===== config.mk =====
export PLATFORM = sky130hd
export DESIGN_NAME = fp64_cmpsel_unit
export DESIGN_NICKNAME = d
export VERILOG_FILES = /design/src/rtl/fp64_cmp_pkg.sv /design/src/rtl/fp64_operand_decode.sv /design/src/rtl/fp64_order_compare.sv /design/src/rtl/fp64_cmpsel_core.sv /design/src/rtl/fp64_cmpsel_unit.sv
export SDC_FILE = /design/constraint.sdc
export NUM_CORES = 1
export LEC_CHECK = 0
export BUFFER_PORTS_ARGS = -buffer_cell sky130_fd_sc_hd__buf_2
export CAP_MARGIN = 20
export CELL_PAD_IN_SITES_DETAIL_PLACEMENT = 1
export CELL_PAD_IN_SITES_GLOBAL_PLACEMENT = 2
export CORE_AREA = 2 2 147 149
export DETAILED_ROUTE_END_ITERATION = 6
export DIE_AREA = 0 0 149 151
export PLACE_DENSITY = 0.82
export SYNTH_ARGS = -nofsm -noshare
export SYNTH_HDL_FRONTEND = slang
export SYNTH_SLANG_ARGS = --single-unit
export TNS_END_PERCENT = 10

===== constraint.sdc =====
create_clock -name clk -period 0.8 [get_ports clk]
set_input_delay 0.08 -clock clk [delete_from_list [all_inputs] [get_ports clk]]
set_output_delay 0.08 -clock clk [all_outputs]
set_load 0.02 [all_outputs]

===== src/rtl/fp64_cmp_pkg.sv =====
package fp64_cmp_pkg;

    // Operation codes carried on op_sel
    typedef enum logic [3:0] {
        OP_MIN   = 4'd0,
        OP_MAX   = 4'd1,
        OP_EQ    = 4'd2,
        OP_LT    = 4'd3,
        OP_LE    = 4'd4,
        OP_SGNJ  = 4'd5,
        OP_SGNJN = 4'd6,
        OP_SGNJX = 4'd7
    } cmp_op_e;

    typedef enum logic {
        ST_IDLE = 1'b0,
        ST_EMIT = 1'b1
    } emit_state_e;

    // Per-operand classification bits
    typedef struct packed {
        logic sign;
        logic is_zero;
        logic is_nan;
        logic is_snan;
    } opnd_info_t;

endpackage


===== src/rtl/fp64_operand_decode.sv =====
module fp64_operand_decode
    import fp64_cmp_pkg::*;
#(
    parameter int EXP_W  = 11,
    parameter int FRAC_W = 52
) (
    input  logic [EXP_W+FRAC_W:0] value,
    output opnd_info_t            info
);
    localparam int FP_W = 1 + EXP_W + FRAC_W;

    logic [EXP_W-1:0]  exp_f;
    logic [FRAC_W-1:0] frac_f;

    assign exp_f  = value[FP_W-2 -: EXP_W];
    assign frac_f = value[FRAC_W-1:0];

    always_comb begin
        info.sign    = value[FP_W-1];
        info.is_zero = (value[FP_W-2:0] == '0);
        info.is_nan  = (&exp_f) && (|frac_f);
        // the top fraction bit separates quiet from signaling
        info.is_snan = (&exp_f) && (|frac_f) && !frac_f[FRAC_W-1];
    end
endmodule


===== src/rtl/fp64_order_compare.sv =====
module fp64_order_compare
    import fp64_cmp_pkg::*;
#(
    parameter int FP_W = 64
) (
    input  logic [FP_W-1:0] val_a,
    input  logic [FP_W-1:0] val_b,
    input  opnd_info_t      info_a,
    input  opnd_info_t      info_b,
    output logic            a_lt_b,
    output logic            b_lt_a,
    output logic            a_eq_b
);
    logic both_zero;
    logic mag_lt;
    logic mag_gt;

    always_comb begin
        both_zero = info_a.is_zero && info_b.is_zero;
        mag_lt    = val_a[FP_W-2:0] < val_b[FP_W-2:0];
        mag_gt    = val_b[FP_W-2:0] < val_a[FP_W-2:0];
        // sign-magnitude order: negatives reverse magnitude order
        a_lt_b = !both_zero &&
                 (( info_a.sign && !info_b.sign) ||
                  (!info_a.sign && !info_b.sign && mag_lt) ||
                  ( info_a.sign &&  info_b.sign && mag_gt));
        b_lt_a = !both_zero &&
                 (( info_b.sign && !info_a.sign) ||
                  (!info_a.sign && !info_b.sign && mag_gt) ||
                  ( info_a.sign &&  info_b.sign && mag_lt));
        a_eq_b = both_zero || (val_a == val_b);
    end
endmodule


===== src/rtl/fp64_cmpsel_core.sv =====
module fp64_cmpsel_core
    import fp64_cmp_pkg::*;
#(
    parameter int EXP_W  = 11,
    parameter int FRAC_W = 52
) (
    input  logic [3:0]            op_code,
    input  logic [EXP_W+FRAC_W:0] val_a,
    input  logic [EXP_W+FRAC_W:0] val_b,
    input  opnd_info_t            info_a,
    input  opnd_info_t            info_b,
    input  logic                  a_lt_b,
    input  logic                  b_lt_a,
    input  logic                  a_eq_b,
    output logic [EXP_W+FRAC_W:0] res,
    output logic                  flag
);
    localparam int FP_W = 1 + EXP_W + FRAC_W;
    localparam logic [FP_W-1:0] CANON_NAN =
        {1'b0, {EXP_W{1'b1}}, 1'b1, {(FRAC_W-1){1'b0}}};

    logic any_nan;
    logic any_snan;

    always_comb begin
        any_nan  = info_a.is_nan  || info_b.is_nan;
        any_snan = info_a.is_snan || info_b.is_snan;
        res  = '0;
        flag = 1'b0;
        case (op_code)
            OP_MIN: begin
                flag = any_snan;
                if (info_a.is_nan && info_b.is_nan) res = CANON_NAN;
                else if (info_a.is_nan)             res = val_b;
                else if (info_b.is_nan)             res = val_a;
                else if (a_lt_b)                    res = val_a;
                else if (b_lt_a)                    res = val_b;
                else                                res = info_a.sign ? val_a : val_b;
            end
            OP_MAX: begin
                flag = any_snan;
                if (info_a.is_nan && info_b.is_nan) res = CANON_NAN;
                else if (info_a.is_nan)             res = val_b;
                else if (info_b.is_nan)             res = val_a;
                else if (a_lt_b)                    res = val_b;
                else if (b_lt_a)                    res = val_a;
                else                                res = info_a.sign ? val_b : val_a;
            end
            OP_EQ: begin
                flag   = any_snan;
                res[0] = !any_nan && a_eq_b;
            end
            OP_LT: begin
                flag   = any_nan;
                res[0] = !any_nan && a_lt_b;
            end
            OP_LE: begin
                flag   = any_nan;
                res[0] = !any_nan && (a_lt_b || a_eq_b);
            end
            OP_SGNJ:  res = {info_b.sign, val_a[FP_W-2:0]};
            OP_SGNJN: res = {!info_b.sign, val_a[FP_W-2:0]};
            OP_SGNJX: res = {info_a.sign ^ info_b.sign, val_a[FP_W-2:0]};
            default: begin
                res  = '0;
                flag = 1'b0;
            end
        endcase
    end
endmodule


===== src/rtl/fp64_cmpsel_unit.sv =====
module fp64_cmpsel_unit
    import fp64_cmp_pkg::*;
#(
    parameter int EXP_W  = 11,
    parameter int FRAC_W = 52
) (
    input  logic                  clk,
    input  logic                  rst_n,
    input  logic                  in_valid,
    input  logic [3:0]            op_sel,
    input  logic [EXP_W+FRAC_W:0] opnd_a,
    input  logic [EXP_W+FRAC_W:0] opnd_b,
    output logic                  out_valid,
    output logic [EXP_W+FRAC_W:0] result,
    output logic                  invalid_flag
);
    localparam int FP_W   = 1 + EXP_W + FRAC_W;
    localparam int N_OPND = 2;

    logic [FP_W-1:0] opnd_vec  [N_OPND];
    opnd_info_t      info_vec  [N_OPND];
    logic            a_lt_b, b_lt_a, a_eq_b;
    logic [FP_W-1:0] comb_res;
    logic            comb_flag;

    emit_state_e     state_q, state_d;
    logic [FP_W-1:0] result_q;
    logic            flag_q;

    assign opnd_vec[0] = opnd_a;
    assign opnd_vec[1] = opnd_b;

    for (genvar g = 0; g < N_OPND; g++) begin : g_decode
        fp64_operand_decode #(.EXP_W(EXP_W), .FRAC_W(FRAC_W)) dec_i (
            .value (opnd_vec[g]),
            .info  (info_vec[g])
        );
    end

    fp64_order_compare #(.FP_W(FP_W)) cmp_i (
        .val_a  (opnd_a),
        .val_b  (opnd_b),
        .info_a (info_vec[0]),
        .info_b (info_vec[1]),
        .a_lt_b (a_lt_b),
        .b_lt_a (b_lt_a),
        .a_eq_b (a_eq_b)
    );

    fp64_cmpsel_core #(.EXP_W(EXP_W), .FRAC_W(FRAC_W)) core_i (
        .op_code (op_sel),
        .val_a   (opnd_a),
        .val_b   (opnd_b),
        .info_a  (info_vec[0]),
        .info_b  (info_vec[1]),
        .a_lt_b  (a_lt_b),
        .b_lt_a  (b_lt_a),
        .a_eq_b  (a_eq_b),
        .res     (comb_res),
        .flag    (comb_flag)
    );

    // next-state selection
    always_comb begin
        state_d = state_q;
        unique case (state_q)
            ST_IDLE: state_d = in_valid ? ST_EMIT : ST_IDLE;
            ST_EMIT: state_d = in_valid ? ST_EMIT : ST_IDLE;
            default: state_d = ST_IDLE;
        endcase
    end

    // state register
    always_ff @(posedge clk or negedge rst_n) begin
        if (!rst_n) state_q <= ST_IDLE;
        else        state_q <= state_d;
    end

    // output registers: load only on a strobe
    always_ff @(posedge clk or negedge rst_n) begin
        if (!rst_n) begin
            result_q <= '0;
            flag_q   <= 1'b0;
        end else if (in_valid) begin
            result_q <= comb_res;
            flag_q   <= comb_flag;
        end
    end

    assign out_valid    = (state_q == ST_EMIT);
    assign result       = result_q;
    assign invalid_flag = flag_q;
endmodule


== Word level (Yosys, flattened, before mapping) ==
Cells that the tools add are included.

* Bits in registers: 66
* Output and inout bits: 66

* $lt $le $gt $ge: 2
* Equality and inequality tests: 8
* Mux-type cells: 16
* Bitwise gates (word level): 1
* Reductions and logical operators: 43

{| class="wikitable"
|+ Operators with widths
! operator !! number
|-
| 2-to-1 mux 64 bit || 12
|-
| one-hot mux 63 bit (5 select lines) || 1
|-
| logical NOT 63 bit || 2
|-
| < comparator 63 bit || 2
|-
| OR reduction 52 bit || 2
|-
| == test 64 bit || 1
|-
| AND reduction 11 bit || 2
|-
| logical AND 1 bit || 19
|-
| == test 4 x 3 -> 1 bit (second input constant) || 4
|-
| == test 4 x 2 -> 1 bit (second input constant) || 2
|-
| logical OR 1 bit || 8
|-
| logical NOT 1 bit || 6
|-
| one-hot mux 1 bit (6 select lines) || 1
|-
| OR reduction 3 bit || 2
|-
| == test 4 x 1 -> 1 bit (second input constant) || 1
|-
| logical NOT 4 bit || 1
|-
| one-hot mux 1 bit (2 select lines) || 1
|-
| OR reduction 2 bit || 1
|-
| 2-to-1 mux 1 bit || 1
|-
| XOR 1 bit || 1
|}

== Logic depth before layout (Yosys ltp) ==
* Depth after elaboration: 12
* Gate-level depth with buffers: 15

== Modules after synthesis ==
A second synthesis with hierarchy kept.

* Cells, all modules: 577
* Area, all modules: 5761.8 um^2

{| class="wikitable"
|+ Modules (own cells, without submodules)
! module !! instances !! cells an instance !! area each (um^2) !! sequential area each (um^2)
|-
| fp64_cmpsel_unit || 1 || 138 || 2643.8 || 1651.6
|-
| fp64_order_compare || 1 || 243 || 1715.4 || 0.0
|-
| fp64_cmpsel_core || 1 || 136 || 1007.2 || 0.0
|-
| fp64_operand_decode || 2 || 30 || 197.7 || 0.0
|}

== Worst setup path after synthesis ==
Ideal clock, no wire load.

* Path kind: input to register
* From: in opnd_b[61]
* To: reg result_q[10], in the netlist result[10]
* Data arrival time: 2875 ps
* Setup slack: -2201 ps
* Cell stages on the path: 14
* Cells stage by stage: inv_1 > ha_1 > nand4_1 > or4_4 > nor4_1 > a21oi_1 > and3_1 > buf_6 > mux2i_4 > a21oi_2 > a31o_1 > buf_6 > buf_6 > a221o_1

* Cells in the longest elaborated chain, start to end: 11
* Elaborated cells between the ends (all ways): 29

{| class="wikitable"
|+ Ends and longest elaborated chain
! item !! line !! RTL
|-
| from (decl) || fp64_cmpsel_unit.sv:12 || <nowiki>input logic [EXP_W+FRAC_W:0] opnd_b,</nowiki>
|-
| < comparator 63 bit || fp64_order_compare.sv:21 || <nowiki>mag_gt = val_b[FP_W-2:0] < val_a[FP_W-2:0];</nowiki>
|-
| logical AND 1 bit || fp64_order_compare.sv:29 || <nowiki>(!info_a.sign && !info_b.sign && mag_gt) ||</nowiki>
|-
| logical OR 1 bit || fp64_order_compare.sv:28 || <nowiki>(( info_b.sign && !info_a.sign) ||</nowiki>
|-
| logical OR 1 bit || fp64_order_compare.sv:29 ||
|-
| logical AND 1 bit || fp64_order_compare.sv:27 || <nowiki>b_lt_a = !both_zero &&</nowiki>
|-
| 2-to-1 mux 64 bit, on equally long branches || fp64_cmpsel_core.sv:46, fp64_cmpsel_core.sv:37 ||
|-
| 2-to-1 mux 64 bit, on equally long branches || fp64_cmpsel_core.sv:45, fp64_cmpsel_core.sv:36 ||
|-
| 2-to-1 mux 64 bit, on equally long branches || fp64_cmpsel_core.sv:44, fp64_cmpsel_core.sv:35 ||
|-
| 2-to-1 mux 64 bit, on equally long branches || fp64_cmpsel_core.sv:43, fp64_cmpsel_core.sv:34 ||
|-
| 2-to-1 mux 64 bit, on equally long branches || fp64_cmpsel_core.sv:42, fp64_cmpsel_core.sv:33 ||
|-
| one-hot mux 63 bit (5 select lines) (*) || fp64_cmpsel_core.sv:30 || <nowiki>case (op_code)</nowiki>
|-
| to (signal assigned) || fp64_cmpsel_unit.sv:85 || <nowiki>result_q <= comb_res;</nowiki>
|-
| to (decl) || fp64_cmpsel_unit.sv:27 || <nowiki>logic [FP_W-1:0] result_q;</nowiki>
|}

Every way passes the cells marked *; elsewhere a longest branch is shown, timed or not.
A chain may end at the register's enable or synchronous reset.

== Final worst setup path ==
* From: in opnd_a[60]
* To: reg result_q[7], in the netlist result[7]

* Cells in the longest elaborated chain, start to end: 11
* Elaborated cells between the ends (all ways): 29

{| class="wikitable"
|+ Ends and longest elaborated chain
! item !! line !! RTL
|-
| from (decl) || fp64_cmpsel_unit.sv:11 || <nowiki>input logic [EXP_W+FRAC_W:0] opnd_a,</nowiki>
|-
| < comparator 63 bit || fp64_order_compare.sv:21 ||
|-
| logical AND 1 bit || fp64_order_compare.sv:29 ||
|-
| logical OR 1 bit || fp64_order_compare.sv:28 ||
|-
| logical OR 1 bit || fp64_order_compare.sv:29 ||
|-
| logical AND 1 bit || fp64_order_compare.sv:27 ||
|-
| 2-to-1 mux 64 bit, on equally long branches || fp64_cmpsel_core.sv:46, fp64_cmpsel_core.sv:37 ||
|-
| 2-to-1 mux 64 bit, on equally long branches || fp64_cmpsel_core.sv:45, fp64_cmpsel_core.sv:36 ||
|-
| 2-to-1 mux 64 bit, on equally long branches || fp64_cmpsel_core.sv:44, fp64_cmpsel_core.sv:35 ||
|-
| 2-to-1 mux 64 bit, on equally long branches || fp64_cmpsel_core.sv:43, fp64_cmpsel_core.sv:34 ||
|-
| 2-to-1 mux 64 bit, on equally long branches || fp64_cmpsel_core.sv:42, fp64_cmpsel_core.sv:33 ||
|-
| one-hot mux 63 bit (5 select lines) (*) || fp64_cmpsel_core.sv:30 ||
|}

Marks and branches as above.

==> reports/results.txt <==
Drt pass-1 iters - 5
CTS Sinks - 66
Via density per instance - 5.09
Largest net degree at the start of global routing - 57
Vias in the first global route - 7320
Most frequent CP cell - buf_6
Worst VDD drop - 0.00105 V
GP Congestion - 0.879
Multi-input gate area - 3780 um2
Mapped Area - 5360 um2
Worst-Skew Late Latency - 0.34 ns
Clock share of power - 0.311
HPWL after DPL - 19.9 mm
WS Path Type - primary input to register
Commonest non-fill, non-tap cell in the layout - buf_4
Post-synth top area cell - dfrtp_1
Max-cap viol count - 0
Final Hold Viols - 0
Port Buffers - 200
Most Crowded Layer GR - met2
Upper clock frequency limit - 342 MHz
Yosys cell types - 47
Row count - 53
Via Count - 6737
Seq/Total Area, Yosys - 0.308
Crit path cell chain - buf_2 > ha_4 > nand4_1 > or4_4 > buf_6 > nor3_4 > nor3_2 > and3_4 > buf_6 > mux2_4 > nand2_2 > a31o_4 > buf_12 > clkbuf_16 > a221o_1
Wire per inst - 20.1 um
Drc violations - 0
Comb pwr share - 0.395
Area Overhead vs Synth - 88.9%
Number of synthesized flops with an enable pin - 0
CTS buffer count - 9
Clk slew on worst S/H paths - 0.06 ns
Die height - 151 um
Crit path DAT - 3.15 ns
First-pass GRT wire length - 40.4 mm
Mean post-synth cell area - 9.00 um2
I/O pin cnt - 201
GR Util met1 - 0.307
Die span in x - 149 um
Layout cell share with drive strength beyond 1 - 0.523
Worst slew pin tran - 0.738 ns
Setup violations, final - 131
# placed instances - 1288
Worst hold path stage count - 2
CP endpoint kind - register
Failing checks - setup timing
Worst setup SP type - primary input
Final period util - 3.66
Slew margin rel. - 0.508
Fin Hold WS - 0.0234 ns
Slowest CP cell - or4_4
Final core occ - 0.486
Worst-path maximum fanout - 5
GRT met3 Usage - 0.0352
LEAKAGE - 5.10 nW
Required time worst endpoint - 1.03 ns
Area of the die - 22500 um2
TritonCTS clock tree - yes
Final WL - 26.7 mm
Tot Pwr - 0.0129 W
PD cells - 1270 nW/um2
Antenna Nets Post-Route - 0
GRT met2 Usage - 0.409
All-layer global routing usage - 0.234
Worst-case reg-to-reg path depth - 2
Setup tns final - -148.01 ns
Int Power - 0.00846 W
Initial Util - 0.257
# fillers - 2393
Reg power frac - 0.294
Synth warn - 0
H-tree levels - 3
PnR worst setup slack - -2.12 ns
Switching pwr - 0.00441 W
Fin cells - 1324
Initial antenna violation count - 1
Initial DRC Count - 288
Main synth FF type - dfrtp_1
Syn Inst Count - 595
Slew Limit Fails - 0
Synth area leaders - dfrtp_1 (31%), ha_1 (16%), a221o_1 (11%), nor2b_1 (6.4%), inv_1 (5.2%)
Syn Nets - 798
Post-layout minimum cycle time - 2.92 ns
Post-synth top area share - 0.308
Core Box Area - 20800 um2
FFs w/ async S/R, synth - 1.00
GRT overflow - 0
Commonest non-fill, non-tap cells in the layout - buf_4 (198), buf_2 (135), buf_6 (109), dfrtp_1 (66), inv_1 (61)
CP max stage delay - 0.63 ns
RSZ-0062 raised after global routing - true
CTS root buf - clkbuf_16
Layout Nets - 1246
Seq cells post-synth - 66
Clk buf depth - 2
Switching share of total power - 0.343
Clock Skews - 0 ns
Hold WC Path Type - primary input to register
Status - finished with violations
Sequential cell area - 1650 um2
layout make-up:
| cell class | instances | share of cell area |
|---|---|---|
| sequential | 66 | 0.163 |
| antenna | 1 | 0.000247 |
| timing repair buffer | 460 | 0.371 |
| clock inverter | 7 | 0.00581 |
| tap | 275 | 0.0340 |
| inverter | 74 | 0.0302 |
| multi-input combinational | 432 | 0.374 |
| clock buffer | 9 | 0.0223 |
kinds of logic (layout without fill, tap and decap cells):
logic type	after synthesis	after routing	synth area share
AND/OR/NAND/NOR	196	196	0.206
AO/OA/AOI/OAI	158	158	0.228
buffers and inverters	97	550	0.0778
adder cells (fa/ha/maj)	68	68	0.159
flip-flops	66	66	0.308
multiplexers	9	9	0.0196
XOR/XNOR	1	1	0.00164
other	0	1	0
worst max-delay path, delay by kind of cell:
family                   cells  cell delay [ns]
AO/OA/AOI/OAI                2             0.59
adder cells (fa/ha/maj)      1             0.27
buffers and inverters        5             0.71
multiplexers                 1             0.20
AND/OR/NAND/NOR              6             1.28
routing by layer:
layer | wire (um) | share of wire
met1 | 11900 | 0.45
met2 | 13300 | 0.50
met3 | 1250 | 0.047
met4 | 221 | 0.0083
met5 | 13 | 0.00049
cells in the mapped netlist (all sizes together), types with 11 or more instances:
| master | instances |
|---|---|
| a21oi | 39 |
| ha | 68 |
| nand2 | 27 |
| buf | 12 |
| nor4 | 37 |
| clkbuf | 11 |
| nor3 | 12 |
| inv | 74 |
| nor2 | 14 |
| dfrtp | 66 |
| o21ai | 17 |
| nand3 | 17 |
| a221o | 57 |
| nand4 | 22 |
| nor2b | 55 |
metrics by stage:
step | setup slack (ns) | area, um2
global placement | -2.53 | 8560
detailed placement | -2.61 | 8560
global route | -2.22 | 10100
floorplan | -2.07 | 5480
finish | -2.12 | 10100
CTS | -2.00 | 9860
flip-flops by register name, indices dropped and copies added (netlist names):
name / cells
result: 64
invalid_flag: 1
out_valid: 1
power by group through the flow:
stage	clock network (W)	logic, W	registers (W)
after floorplan	0	0.00140	0.00410
after global placement	0	0.00406	0.00379
final	0.00401	0.00508	0.00378
after CTS	0.00407	0.00487	0.00377
after detailed placement	0	0.00417	0.00379
after global routing	0.00421	0.00547	0.00381
repair_timing:
action / 4_1_cts / 5_1_grt
resized for setup: 199 / 52
cloned: 5 / 1
endpoints found under the setup margin: 131 / 131
buffers inserted: 10 / 2
hold endpoints to repair: 66 / 0
pin swaps: 41 / 20
hold buffers: 1 / 0
final timing paths:
kind | startpoint | end | slack (ns)
max | opnd_a[60] | result[7]$_DFFE_PN0P_ | -2.12
min reg2reg | result[63]$_DFFE_PN0P_ | result[63]$_DFFE_PN0P_ | 0.49
min | opnd_b[28] | result[28]$_DFFE_PN0P_ | 0.02
max reg2reg | result[14]$_DFFE_PN0P_ | result[14]$_DFFE_PN0P_ | -0.16
max in group asynchronous | rst_n | result[45]$_DFFE_PN0P_ | 0.30
min in group asynchronous | rst_n | result[20]$_DFFE_PN0P_ | 0.27
No activity file was read; power rests on OpenSTA's default activity.
